--- config.mk ---
export PLATFORM = sky130hd
export DESIGN_NAME = opalign_top
export DESIGN_NICKNAME = d
export VERILOG_FILES = /design/src/rtl/opalign_pkg.sv /design/src/rtl/opalign_decode.sv /design/src/rtl/opalign_read.sv /design/src/rtl/opalign_write.sv /design/src/rtl/opalign_top.sv
export SDC_FILE = /design/constraint.sdc
export NUM_CORES = 1
export LEC_CHECK = 0
export CORE_MARGIN = 2
export CORE_UTILIZATION = 30
export DETAILED_ROUTE_END_ITERATION = 8
export PLACE_DENSITY = 0.9
export SETUP_SLACK_MARGIN = 0.1
export SLEW_MARGIN = 20
export SYNTH_ARGS = -nofsm -noshare
export SYNTH_HDL_FRONTEND = slang
export SYNTH_HIERARCHICAL = 1
export SYNTH_SLANG_ARGS = --single-unit
export TNS_END_PERCENT = 1
--- constraint.sdc ---
create_clock -name vclk -period 4.89
set_input_delay 0.978 -clock vclk [all_inputs]
set_output_delay 0.978 -clock vclk [all_outputs]
set_load 0.01 [all_outputs]
--- src/rtl/opalign_pkg.sv ---
package opalign_pkg;
  localparam int BUS_W = 24;
  localparam int EXT_W = 8;
  localparam int ADR_W = 16;
  localparam int CTL_W = 8;
  localparam int SP_W  = 6;
  localparam int IMM_W = 8;
  localparam int SEL_W = 5;
  localparam int RAW_W = 2 * BUS_W;
  localparam int ACC_W = EXT_W + 2 * BUS_W;

  typedef enum logic [3:0] {
    CL_WORD, CL_LOW, CL_EXT, CL_ACC, CL_W16, CL_C8, CL_OMR, CL_SP, CL_NONE
  } opclass_e;

  // Extension byte onto the bus, sign-filled.
  function automatic logic [BUS_W-1:0] sext_ext(input logic [EXT_W-1:0] v);
    return {{(BUS_W-EXT_W){v[EXT_W-1]}}, v};
  endfunction

  // Short immediate as a signed fraction: left-justified, low bits clear.
  function automatic logic [BUS_W-1:0] frac_word(input logic [IMM_W-1:0] v);
    return {v, {(BUS_W-IMM_W){1'b0}}};
  endfunction

  // Short immediate as an unsigned integer: right-justified.
  function automatic logic [BUS_W-1:0] int_word(input logic [IMM_W-1:0] v);
    return {{(BUS_W-IMM_W){1'b0}}, v};
  endfunction

  // Whole accumulator from one word: middle word, cleared low, sign-filled top.
  function automatic logic [ACC_W-1:0] acc_from_word(input logic [BUS_W-1:0] w);
    return {{EXT_W{w[BUS_W-1]}}, w, {BUS_W{1'b0}}};
  endfunction
endpackage

--- src/rtl/opalign_decode.sv ---
module opalign_decode
  import opalign_pkg::*;
(
  input  logic [SEL_W-1:0] sel,
  output opclass_e         cls
);
  always_comb begin
    unique case (sel)
      5'd0, 5'd1, 5'd2, 5'd3, 5'd6, 5'd7:              cls = CL_WORD;
      5'd4, 5'd5:                                      cls = CL_LOW;
      5'd8, 5'd9:                                      cls = CL_EXT;
      5'd10, 5'd11:                                    cls = CL_ACC;
      5'd12, 5'd13, 5'd14, 5'd15,
      5'd16, 5'd17, 5'd18, 5'd19:                      cls = CL_W16;
      5'd20, 5'd21:                                    cls = CL_C8;
      5'd22:                                           cls = CL_OMR;
      5'd23:                                           cls = CL_SP;
      default:                                         cls = CL_NONE;
    endcase
  end
endmodule

--- src/rtl/opalign_read.sv ---
module opalign_read
  import opalign_pkg::*;
#(
  parameter logic [CTL_W-1:0] OMR_MASK = 8'hC7
)(
  input  logic             clk,
  input  logic             rst_n,
  input  opclass_e         cls,
  input  logic             rd_en,
  input  logic [RAW_W-1:0] raw,
  output logic [BUS_W-1:0] bus_out
);
  logic [BUS_W-1:0] aligned;

  always_comb begin
    unique case (cls)
      CL_WORD, CL_LOW: aligned = raw[BUS_W-1:0];
      CL_ACC:          aligned = raw[RAW_W-1:BUS_W];
      CL_EXT:          aligned = sext_ext(raw[EXT_W-1:0]);
      CL_W16:          aligned = BUS_W'(raw[ADR_W-1:0]);
      CL_C8:           aligned = BUS_W'(raw[CTL_W-1:0]);
      CL_OMR:          aligned = BUS_W'(raw[CTL_W-1:0] & OMR_MASK);
      CL_SP:           aligned = BUS_W'(raw[SP_W-1:0]);
      default:         aligned = '0;
    endcase
  end

  assign bus_out = rd_en ? aligned : '0;

  // the fill above bit 7 is uniform (all copies of one sign bit)
  assert_ext_sign_R2: assert property (@(posedge clk) disable iff (!rst_n)
    (rd_en && cls == CL_EXT) |->
      ($countones(bus_out[BUS_W-1:EXT_W-1]) == 0 ||
       $countones(bus_out[BUS_W-1:EXT_W-1]) == BUS_W-EXT_W+1));

  assert_w16_zero_R4: assert property (@(posedge clk) disable iff (!rst_n)
    (rd_en && cls == CL_W16) |-> bus_out[BUS_W-1:ADR_W] == '0);

  assert_omr_mask_R5: assert property (@(posedge clk) disable iff (!rst_n)
    (rd_en && cls == CL_OMR) |-> (bus_out[CTL_W-1:0] & ~OMR_MASK) == '0);
endmodule

--- src/rtl/opalign_write.sv ---
module opalign_write
  import opalign_pkg::*;
#(
  parameter logic [CTL_W-1:0] OMR_MASK = 8'hC7
)(
  input  logic             clk,
  input  logic             rst_n,
  input  opclass_e         cls,
  input  logic             wr_req,
  input  logic             imm_sel,
  input  logic [IMM_W-1:0] imm,
  input  logic [BUS_W-1:0] bus_in,
  output logic             wr_en,
  output logic [ACC_W-1:0] wr_val
);
  logic [BUS_W-1:0] right_src;  // unsigned-integer view of the source
  logic [BUS_W-1:0] left_src;   // signed-fraction view of the source
  logic [ACC_W-1:0] shaped;

  assign right_src = imm_sel ? int_word(imm)  : bus_in;
  assign left_src  = imm_sel ? frac_word(imm) : bus_in;

  always_comb begin
    unique case (cls)
      CL_WORD: shaped = ACC_W'(left_src);
      CL_LOW:  shaped = ACC_W'(right_src);
      CL_EXT:  shaped = ACC_W'(right_src[EXT_W-1:0]);
      CL_ACC:  shaped = acc_from_word(left_src);
      CL_W16:  shaped = ACC_W'(right_src[ADR_W-1:0]);
      CL_C8:   shaped = ACC_W'(right_src[CTL_W-1:0]);
      CL_OMR:  shaped = ACC_W'(right_src[CTL_W-1:0] & OMR_MASK);
      CL_SP:   shaped = ACC_W'(right_src[SP_W-1:0]);
      default: shaped = '0;
    endcase
  end

  assign wr_en  = wr_req && (cls != CL_NONE);
  assign wr_val = wr_en ? shaped : '0;

  assert_acc_build_R6: assert property (@(posedge clk) disable iff (!rst_n)
    (wr_en && cls == CL_ACC) |->
      (wr_val[BUS_W-1:0] == '0 &&
       ($countones(wr_val[ACC_W-1:2*BUS_W-1]) == 0 ||
        $countones(wr_val[ACC_W-1:2*BUS_W-1]) == EXT_W+1)));

  assert_imm_right_R8: assert property (@(posedge clk) disable iff (!rst_n)
    (wr_en && imm_sel && (cls == CL_LOW || cls == CL_EXT || cls == CL_W16)) |->
      wr_val[ACC_W-1:IMM_W] == '0);

  assert_imm_left_R9: assert property (@(posedge clk) disable iff (!rst_n)
    (wr_en && imm_sel && cls == CL_WORD) |->
      (wr_val[BUS_W-IMM_W-1:0] == '0 && wr_val[ACC_W-1:BUS_W] == '0));
endmodule

--- src/rtl/opalign_top.sv ---
module opalign_top
  import opalign_pkg::*;
#(
  parameter logic [CTL_W-1:0] OMR_MASK = 8'hC7
)(
  input  logic             clk,
  input  logic             rst_n,
  input  logic [SEL_W-1:0] reg_sel,
  input  logic             dir_wr,
  input  logic             imm_sel,
  input  logic [IMM_W-1:0] imm_data,
  input  logic [BUS_W-1:0] bus_in,
  input  logic [RAW_W-1:0] rd_raw,
  output logic [BUS_W-1:0] bus_out,
  output logic             wr_en,
  output logic [ACC_W-1:0] wr_val
);
  opclass_e cls;

  opalign_decode u_dec (.sel(reg_sel), .cls(cls));

  opalign_read #(.OMR_MASK(OMR_MASK)) u_rd (
    .clk(clk), .rst_n(rst_n), .cls(cls), .rd_en(!dir_wr),
    .raw(rd_raw), .bus_out(bus_out)
  );

  opalign_write #(.OMR_MASK(OMR_MASK)) u_wr (
    .clk(clk), .rst_n(rst_n), .cls(cls), .wr_req(dir_wr),
    .imm_sel(imm_sel), .imm(imm_data), .bus_in(bus_in),
    .wr_en(wr_en), .wr_val(wr_val)
  );

  assert_unused_code_R10: assert property (@(posedge clk) disable iff (!rst_n)
    (reg_sel >= 5'd24) |-> (!wr_en && bus_out == '0));

  assert_read_no_write_R11: assert property (@(posedge clk) disable iff (!rst_n)
    !dir_wr |-> !wr_en);

  assert_write_quiet_bus_R11: assert property (@(posedge clk) disable iff (!rst_n)
    dir_wr |-> bus_out == '0);
endmodule

==> flow_metrics.env, run 1 <==
export IMPL_ys_warn_count=6
export IMPL_setup_violations=0
export IMPL_numPlacedInstances=415
export IMPL_drc=0
export IMPL_diodes=0
export IMPL_multiInputGateArea_mm2=0.00120
export IMPL_yosysTopAreaCell="a21oi_1"
export IMPL_grt_usage_pct=19.9
export IMPL_crit_path_max_fanout=30
export IMPL_synthesis_area_mm2=0.00142
export IMPL_synth_compound_area_share_pct=34.2
export IMPL_wire_per_inst_um=14.4
export IMPL_num_rows=25
export IMPL_synth_simple_area_share_pct=42.8
export IMPL_area_growth_pct=115
export IMPL_yosysUniqueCellTypes=39
export IMPL_min_period_over_period_pct=90.9
export IMPL_p_leak_uw=0.00109
export IMPL_synth_adder_area_share_pct=0
export IMPL_finalHoldViolations=0
export IMPL_die_w_um=72.7
export IMPL_outcome="finished clean"
export IMPL_synthMuxAreaShare_pct=6.35
export IMPL_arrival_ns=3.47
export IMPL_fillCellCount=420
export IMPL_grt_overflow_total=0
export IMPL_power_density_mw_per_mm2=79.4
export IMPL_routed_wl_mm=5.96
export IMPL_nFlopsAndLatches=0
export IMPL_hp_class="input port to output port"
export IMPL_worstSetupPathType="input port to output port"
export IMPL_n_clock_buffer=0
export IMPL_cts_setup_buffers=0
export IMPL_synth_commonest_cells="32 x a21oi_1, 22 x and2_1, 22 x nor2_1"
export IMPL_drive_above_1_share_pct=5.54
export IMPL_worstSetupEndpointType="output port"
export IMPL_fmax_mhz=225
export IMPL_die_area_mm2=0.00529
export IMPL_ys_seq_area_share_pct=0
export IMPL_die_h_um=72.7
export IMPL_worst_pin_slew_ns=0.663
export IMPL_syn_num_nets=301
export IMPL_grt_max_degree=31
export IMPL_grt_pass1_wl_mm=8.83
export IMPL_slew_violations=0
export IMPL_start_util_pct=30.6
export IMPL_first_global_vias=1882
export IMPL_finalWeightedCongestion=0.825
export IMPL_synth_xor_area_share_pct=1.24
export IMPL_period_minus_slack_ns=4.44
export IMPL_seqCellArea_um2=0
export IMPL_pre_cts_slack_ns=0.438
export IMPL_cts_resized=0
export IMPL_setup_worst_path_start_class="input port"
export IMPL_tns_ns=0
export IMPL_io_buffer_count=168
export IMPL_coreArea_mm2=0.00463
export IMPL_syn_inst=212
export IMPL_hold_ws_ns=2.94
export IMPL_antenna_found_initial=0
export IMPL_antenna_left=0
export IMPL_avgSynthCellArea_um2=6.69
export IMPL_cp_required_ns=3.91
export IMPL_via_per_inst=5.19
export IMPL_cap_violations=0
export IMPL_io_pins=170
export IMPL_drt_iter0_drc=99
export IMPL_fin_nets=452
export IMPL_peakVddDrop_mv=0.0652
export IMPL_first_pass_iters=4
export IMPL_place_hpwl_mm=4.95
export IMPL_fin_util_pct=65.7
export IMPL_max_slew_margin_pct=55.7
export IMPL_synth_area_leaders="a21oi_1 11%, and2_1 9.7%, mux2i_1 6.4%"
export IMPL_num_vias=2154
export IMPL_yosysMostFrequentCell="a21oi_1"
export IMPL_yosysTopAreaCellShare_pct=11.3
export IMPL_holdBufCountCts=0
export IMPL_setup_slack_ns=0.445
export IMPL_fin_cells=415
export IMPL_rsz0062_at_grt="no"
export IMPL_synth_top_family_by_area="simple AND/OR/NAND/NOR gates"
[cell type report]
type	instances	share of cell area (%)
Multi-Input combinational cell	181	39.5
Inverter	3	0.370
Tap cell	54	2.22
Timing Repair Buffer	177	57.9
[cells by family (layout without fill, tap and decap cells)]
logic type,Yosys count,in the layout
AO/OA/AOI/OAI,66,66
XOR/XNOR,2,2
multiplexers,9,9
buffers and inverters,31,180
AND/OR/NAND/NOR,104,104
[routing by layer]
metal,GRT usage (%),share of wire [%]
met1,24.3,39
met2,37.8,53
met5,0,0
met4,3.09,1.3
met3,2.07,6.8
[cell usage in the layout, fill, tap and decap left out, types with 2 or more instances in the layout]
master           instances
mux2i_1                  8
inv_1                    3
nand2b_1                 9
clkdlybuf4s50_1        168
o2bb2ai_1                8
a211oi_1                 8
a32o_1                   6
nor2_1                  22
nor2b_1                  2
nand2b_4                 2
buf_4                    8
a21oi_1                 32
and2_1                  22
nand3_1                 17
nand4b_1                 2
nand2_1                 12
nand3b_1                 7
a31oi_1                  3
[power breakdown]
group,internal (uW),switching (uW)
registers,0,0
logic,141,101
clock network,0,0
total,141,101
[path summary, 6_finish.rpt]
check	endpoint	slack, ns	cells after the start	from
max	bus_out[22]	0.45	9	reg_sel[3]
min	bus_out[11]	2.94	3	rd_raw[11]
[metrics by stage]
stage / cell area (um^2) / power, uW
2_1_floorplan: 1420 / 110
3_3_place_gp: 3040 / 237
3_5_place_dp: 3040 / 241
4_1_cts: 3040 / 242
5_1_grt: 3040 / 259
6_report: 3040 / 242
[critical path, cell delays in order]
cell,delay (ns)
clkdlybuf4s50_1,0.48
nor3b_2,0.20
a22o_1,0.25
buf_4,0.24
nor2b_1,0.14
buf_4,0.21
a21oi_1,0.06
a211oi_1,0.31
clkdlybuf4s50_1,0.59
No activity file was read; power rests on OpenSTA's default activity.
==> inputs of run 2 (changes only) <==
ABC_AREA = 1   (was unset)
CORE_UTILIZATION = 34   (was 30)
==> run 2 against run 1 <==
Sequential share of layout area did not move. Count of clock-buffer cells in the layout did not move. Wire length rose by 20%. Largest cell class unchanged.
==> flow_metrics.env, run 2 <==
export IMPL_final_common_cell="clkdlybuf4s50_1"
export IMPL_coreArea_mm2=0.00504
export IMPL_synthMuxAreaShare_pct=0
export IMPL_first_pass_iters=4
export IMPL_fin_nets=610
export IMPL_antenna_found_initial=0
export IMPL_diodes=0
export IMPL_antenna_left=0
export IMPL_seqCellArea_um2=0
export IMPL_drive_above_1_share_pct=7.32
export IMPL_synth_compound_area_share_pct=7.82
export IMPL_worst_pin_slew_ns=0.743
export IMPL_grt_pass1_wl_mm=11.8
export IMPL_setup_violations=0
export IMPL_holdBufCountCts=0
export IMPL_synth_commonest_cells="92 x nand2_1, 80 x inv_1, 72 x nand3_1"
export IMPL_synth_area_leaders="nand3_1 20%, nand2_1 20%, inv_1 17%"
export IMPL_die_w_um=76.0
export IMPL_cp_cell_sequence="clkdlybuf4s50_1 -> inv_1 -> nand2_1 -> nand2_1 -> nand3_1 -> nand2_1 -> nor2_4 -> nand2_4 -> nor2_2 -> nand2_1 -> a21oi_1 -> clkdlybuf4s50_1"
export IMPL_synthesis_area_mm2=0.00176
export IMPL_mostFrequentLayoutCells="168 x clkdlybuf4s50_1, 92 x nand2_1, 80 x inv_1"
export IMPL_cts_setup_buffers=0
export IMPL_avgSynthCellArea_um2=4.82
export IMPL_p_sw_share_pct=48.8
export IMPL_first_global_vias=2610
export IMPL_area_growth_pct=93.9
export IMPL_combPwrFrac_pct=100.0
export IMPL_p_leak_uw=0.00165
export IMPL_ys_seq_area_share_pct=0
export IMPL_yosysTopAreaCell="nand3_1"
export IMPL_cap_violations=0
export IMPL_synth_simple_area_share_pct=65.0
export IMPL_pwr_share_clk_pct=0
export IMPL_finalHoldViolations=0
export IMPL_io_pins=170
export IMPL_worstSetupEndpointType="output port"
export IMPL_drt_iter0_drc=122
export IMPL_fillCellCount=442
export IMPL_synth_adder_area_share_pct=0
export IMPL_max_slew_margin_pct=50.3
export IMPL_num_rows=26
export IMPL_yosysTopAreaCellShare_pct=20.5
export IMPL_crit_slowest_cell="clkdlybuf4s50_1"
export IMPL_cpPeakStageDelay_ns=0.57
export IMPL_tns_ns=0
export IMPL_cp_top_family="simple AND/OR/NAND/NOR gates"
export IMPL_start_util_pct=34.9
export IMPL_power_density_mw_per_mm2=78.5
export IMPL_min_period_over_period_pct=93.3
export IMPL_finalWeightedCongestion=0.853
export IMPL_cp_required_ns=3.91
export IMPL_io_buffer_count=168
export IMPL_wire_per_inst_um=12.1
export IMPL_path_buf_inv=3
export IMPL_num_vias=2831
export IMPL_hp_class="input port to output port"
export IMPL_cpMostUsedCell="nand2_1"
export IMPL_syn_inst=365
export IMPL_routed_wl_mm=7.14
export IMPL_period_minus_slack_ns=4.56
export IMPL_yosysUniqueCellTypes=25
export IMPL_fin_util_pct=67.7
export IMPL_worstSetupPathType="input port to output port"
export IMPL_power_uw=268
export IMPL_via_per_inst=4.81
export IMPL_multiInputGateArea_mm2=0.00128
export IMPL_postPlaceCellArea_mm2=0.00341
export IMPL_syn_num_nets=454
export IMPL_crit_path_max_fanout=9
export IMPL_peakVddDrop_mv=0.0482
export IMPL_ys_warn_count=6
export IMPL_outcome="finished clean"
export IMPL_grt_max_degree=23
export IMPL_nFlopsAndLatches=0
export IMPL_arrival_ns=3.59
export IMPL_die_area_mm2=0.00577
export IMPL_cts_resized=0
export IMPL_final_area_mm2=0.00341
export IMPL_seq_power_share_pct=0
export IMPL_power_switching_uw=131
export IMPL_internal_power_uw=137
export IMPL_drc=0
export IMPL_n_clock_buffer=0
export IMPL_yosysMostFrequentCell="nand2_1"
export IMPL_place_hpwl_mm=5.88
export IMPL_setup_worst_path_start_class="input port"
export IMPL_grt_usage_pct=23.4
export IMPL_synth_xor_area_share_pct=0
export IMPL_grt_overflow_total=0
export IMPL_rsz0062_at_grt="yes"
export IMPL_fmax_mhz=219
export IMPL_die_h_um=76.0
export IMPL_slew_violations=0
export IMPL_synth_top_family_by_area="simple AND/OR/NAND/NOR gates"
## run 2: changes by cell type in the layout (fill, tap and decap cells not counted), sizes merged, moves of 8 or more
cell     previous run  this run
a211oi             10         0
nand2              12        96
o2bb2ai             8         0
mux2i               9         0
inv                 3        83
nand2b             11         0
nor3                1        17
and2               23         0
nand3              17        76
nor2               22        40
## run 2: final timing paths
kind,startpoint,slack (ns),endpoint,cells past startpoint
worst max-delay path,reg_sel[2],0.33,wr_val[23],12
worst min-delay path,rd_raw[2],2.94,bus_out[2],4
## run 2: kinds of logic after synthesis
kind of cell           Yosys count
and+or+nand+nor                234
buffers and inverters          104
AOI/OAI and AO/OA               27
## run 2: through the flow
step	std cells	worst slack [ns]	hold WS, ns
floorplan	365	0.755	2.08
global route	589	0.0901	2.98
global placement	589	0.323	2.93
CTS	589	0.233	2.94
finish	589	0.326	2.94
detailed placement	589	0.231	2.93
## run 2: worst min-delay path: stages
cell             delay (ns)
clkdlybuf4s50_1        0.39
nand2_1                0.06
a21oi_1                0.05
clkdlybuf4s50_1        0.47
## run 2: metal layers
layer	GRT usage, %	vias up	part of all wire, %
met1	27.6	1255	39
met5	0	-	0
li1	-	1443	-
met4	4.18	0	2.1
met3	1.90	16	5.8
met2	46.1	117	53
## run 2: area by class of cell
type / count / share of cell area [%]
inverter: 84 / 9.24
multi-input combinational: 261 / 37.6
timing repair buffer: 174 / 50.6
tap: 70 / 2.57
## run 2: power by group through the flow
stage	logic [uW]	clock network [uW]	registers, uW
finish	268	0	0
global route	295	0	0
CTS	268	0	0
detailed placement	266	0	0
global placement	261	0	0
floorplan	130	0	0
==> inputs of run 3 (changes only) <==
CORE_ASPECT_RATIO = 1.75   (was unset)
GPL_ROUTABILITY_DRIVEN = 0   (was unset)
==> run 3 against run 2 <==
Power grew 0.49%. Count of clock-buffer cells in the layout is the same. Final cell count shrank 2.5%. Sequential share of layout area did not move. Setup slack better by 0.065 ns. Non-clock buffer count rose by 1.
==> flow_metrics.env, run 3 (same netlist as run 2, synthesis figures left out) <==
export IMPL_outcome="finished clean"
export IMPL_grt_max_degree=19
export IMPL_cap_violations=0
export IMPL_first_global_vias=2680
export IMPL_power_density_mw_per_mm2=79.1
export IMPL_peakVddDrop_mv=0.0796
export IMPL_cpMostUsedCell="clkdlybuf4s50_1"
export IMPL_fmax_mhz=222
export IMPL_nFlopsAndLatches=0
export IMPL_fin_nets=611
export IMPL_first_pass_iters=4
export IMPL_setup_worst_path_start_class="input port"
export IMPL_hold_path_end="bus_out[1]"
export IMPL_cp_cell_sequence="clkdlybuf4s50_1 -> nand2_1 -> inv_1 -> a21oi_1 -> buf_4 -> nor2_4 -> nand3_4 -> nand3b_4 -> nor2_1 -> clkdlybuf4s50_1"
export IMPL_whs_path_depth=4
export IMPL_seqCellArea_um2=0
export IMPL_rsz0062_at_grt="no"
export IMPL_holdBufCountCts=0
export IMPL_min_delay_start="rd_raw[1]"
export IMPL_period_minus_slack_ns=4.50
export IMPL_worstSetupPathType="input port to output port"
export IMPL_cp_top_family="buffers and inverters"
export IMPL_die_area_mm2=0.00579
export IMPL_area_growth_pct=93.2
export IMPL_die_h_um=99.2
export IMPL_mostFrequentLayoutCells="168 x clkdlybuf4s50_1, 92 x nand2_1, 80 x inv_1"
export IMPL_grt_pass1_wl_mm=11.6
export IMPL_io_pins=170
export IMPL_num_vias=2842
export IMPL_pre_cts_slack_ns=0.260
export IMPL_num_rows=34
export IMPL_fillCellCount=440
export IMPL_path_buf_inv=4
export IMPL_worstSetupEndpointType="output port"
export IMPL_max_slew_margin_pct=58.5
export IMPL_worst_pin_slew_ns=0.620
export IMPL_drc=0
export IMPL_fin_util_pct=68.4
export IMPL_final_common_cell="clkdlybuf4s50_1"
export IMPL_tns_ns=0
export IMPL_coreArea_mm2=0.00498
export IMPL_crit_slowest_cell="clkdlybuf4s50_1"
export IMPL_drive_above_1_share_pct=7.50
export IMPL_setup_slack_ns=0.391
export IMPL_grt_usage_pct=23.7
export IMPL_arrival_ns=3.52
export IMPL_crit_path_max_fanout=9
export IMPL_n_clock_buffer=0
export IMPL_wire_per_inst_um=12.6
export IMPL_hp_class="input port to output port"
export IMPL_min_period_over_period_pct=92.0
export IMPL_diodes=0
export IMPL_power_uw=269
export IMPL_place_hpwl_mm=6.11
export IMPL_slew_violations=0
export IMPL_cpPeakStageDelay_ns=0.64
export IMPL_p_leak_uw=0.00165
export IMPL_setup_violations=0
export IMPL_routed_wl_mm=7.21
export IMPL_cp_required_ns=3.91
export IMPL_via_per_inst=4.95
export IMPL_start_util_pct=35.4
export IMPL_antenna_left=0
export IMPL_hold_ws_ns=2.95
export IMPL_io_buffer_count=168
export IMPL_multiInputGateArea_mm2=0.00128
export IMPL_drt_iter0_drc=119
export IMPL_die_w_um=58.4
export IMPL_grt_overflow_total=0
export IMPL_finalHoldViolations=0
export IMPL_antenna_found_initial=0
-- run 3: changes by cell type in the layout (fill, tap and decap cells not counted) --
| cell | previous run | this run |
|---|---|---|
| o21ai_1 | 1 | 0 |
| o21ai_2 | 0 | 1 |
| nor2_2 | 15 | 14 |
| buf_4 | 6 | 7 |
| nor2_1 | 22 | 23 |
-- run 3: stage by stage --
step / instances / area [um^2]
after global routing: 574 / 3400
after detailed placement: 574 / 3400
after floorplan: 365 / 1760
after CTS: 574 / 3400
final: 574 / 3400
after global placement: 574 / 3400
-- run 3: layout make-up --
class              instances  share of cell area [%]
multi-input cells        261                    37.8
well taps                 54                    1.99
inverters                 84                    9.27
repair buffers           175                    51.0
-- run 3: power breakdown --
part	switching [uW]	leakage (uW)	total (uW)	internal (uW)
combinational	131	0.00165	269	138
clock	0	0	0	0
sequential	0	0	0	0
total	131	0.00165	269	138
-- run 3: worst max path at each step --
stage / depth (start not counted) / start / endpoint / slack (ns)
final: 10 / reg_sel[4] / wr_val[47] / 0.39
after global placement: 12 / reg_sel[2] / wr_val[47] / 0.34
after global routing: 12 / reg_sel[2] / bus_out[5] / 0.16
after CTS: 12 / reg_sel[2] / wr_val[47] / 0.25
after floorplan: 10 / reg_sel[2] / wr_val[48] / 0.76
after detailed placement: 12 / reg_sel[2] / wr_val[47] / 0.26
-- run 3: repair_timing --
item                                    CTS  global route
gates resized for setup                   0             1
endpoints found under the setup margin    0             9
buffers inserted                          0             0
endpoints found under the hold margin     0             0
-- run 3: tightest hold or removal path, cell delays in order --
cell             delay [ns]
clkdlybuf4s50_1        0.39
nand2_1                0.06
a21oi_1                0.06
clkdlybuf4s50_1        0.48
-- run 3: routing by layer --
| metal | GRT usage, % | part of all wire (%) |
|---|---|---|
| met5 | 0 | 0 |
| met4 | 6.62 | 2.7 |
| met3 | 1.43 | 5.9 |
| met1 | 24.3 | 35 |
| met2 | 48.3 | 56 |
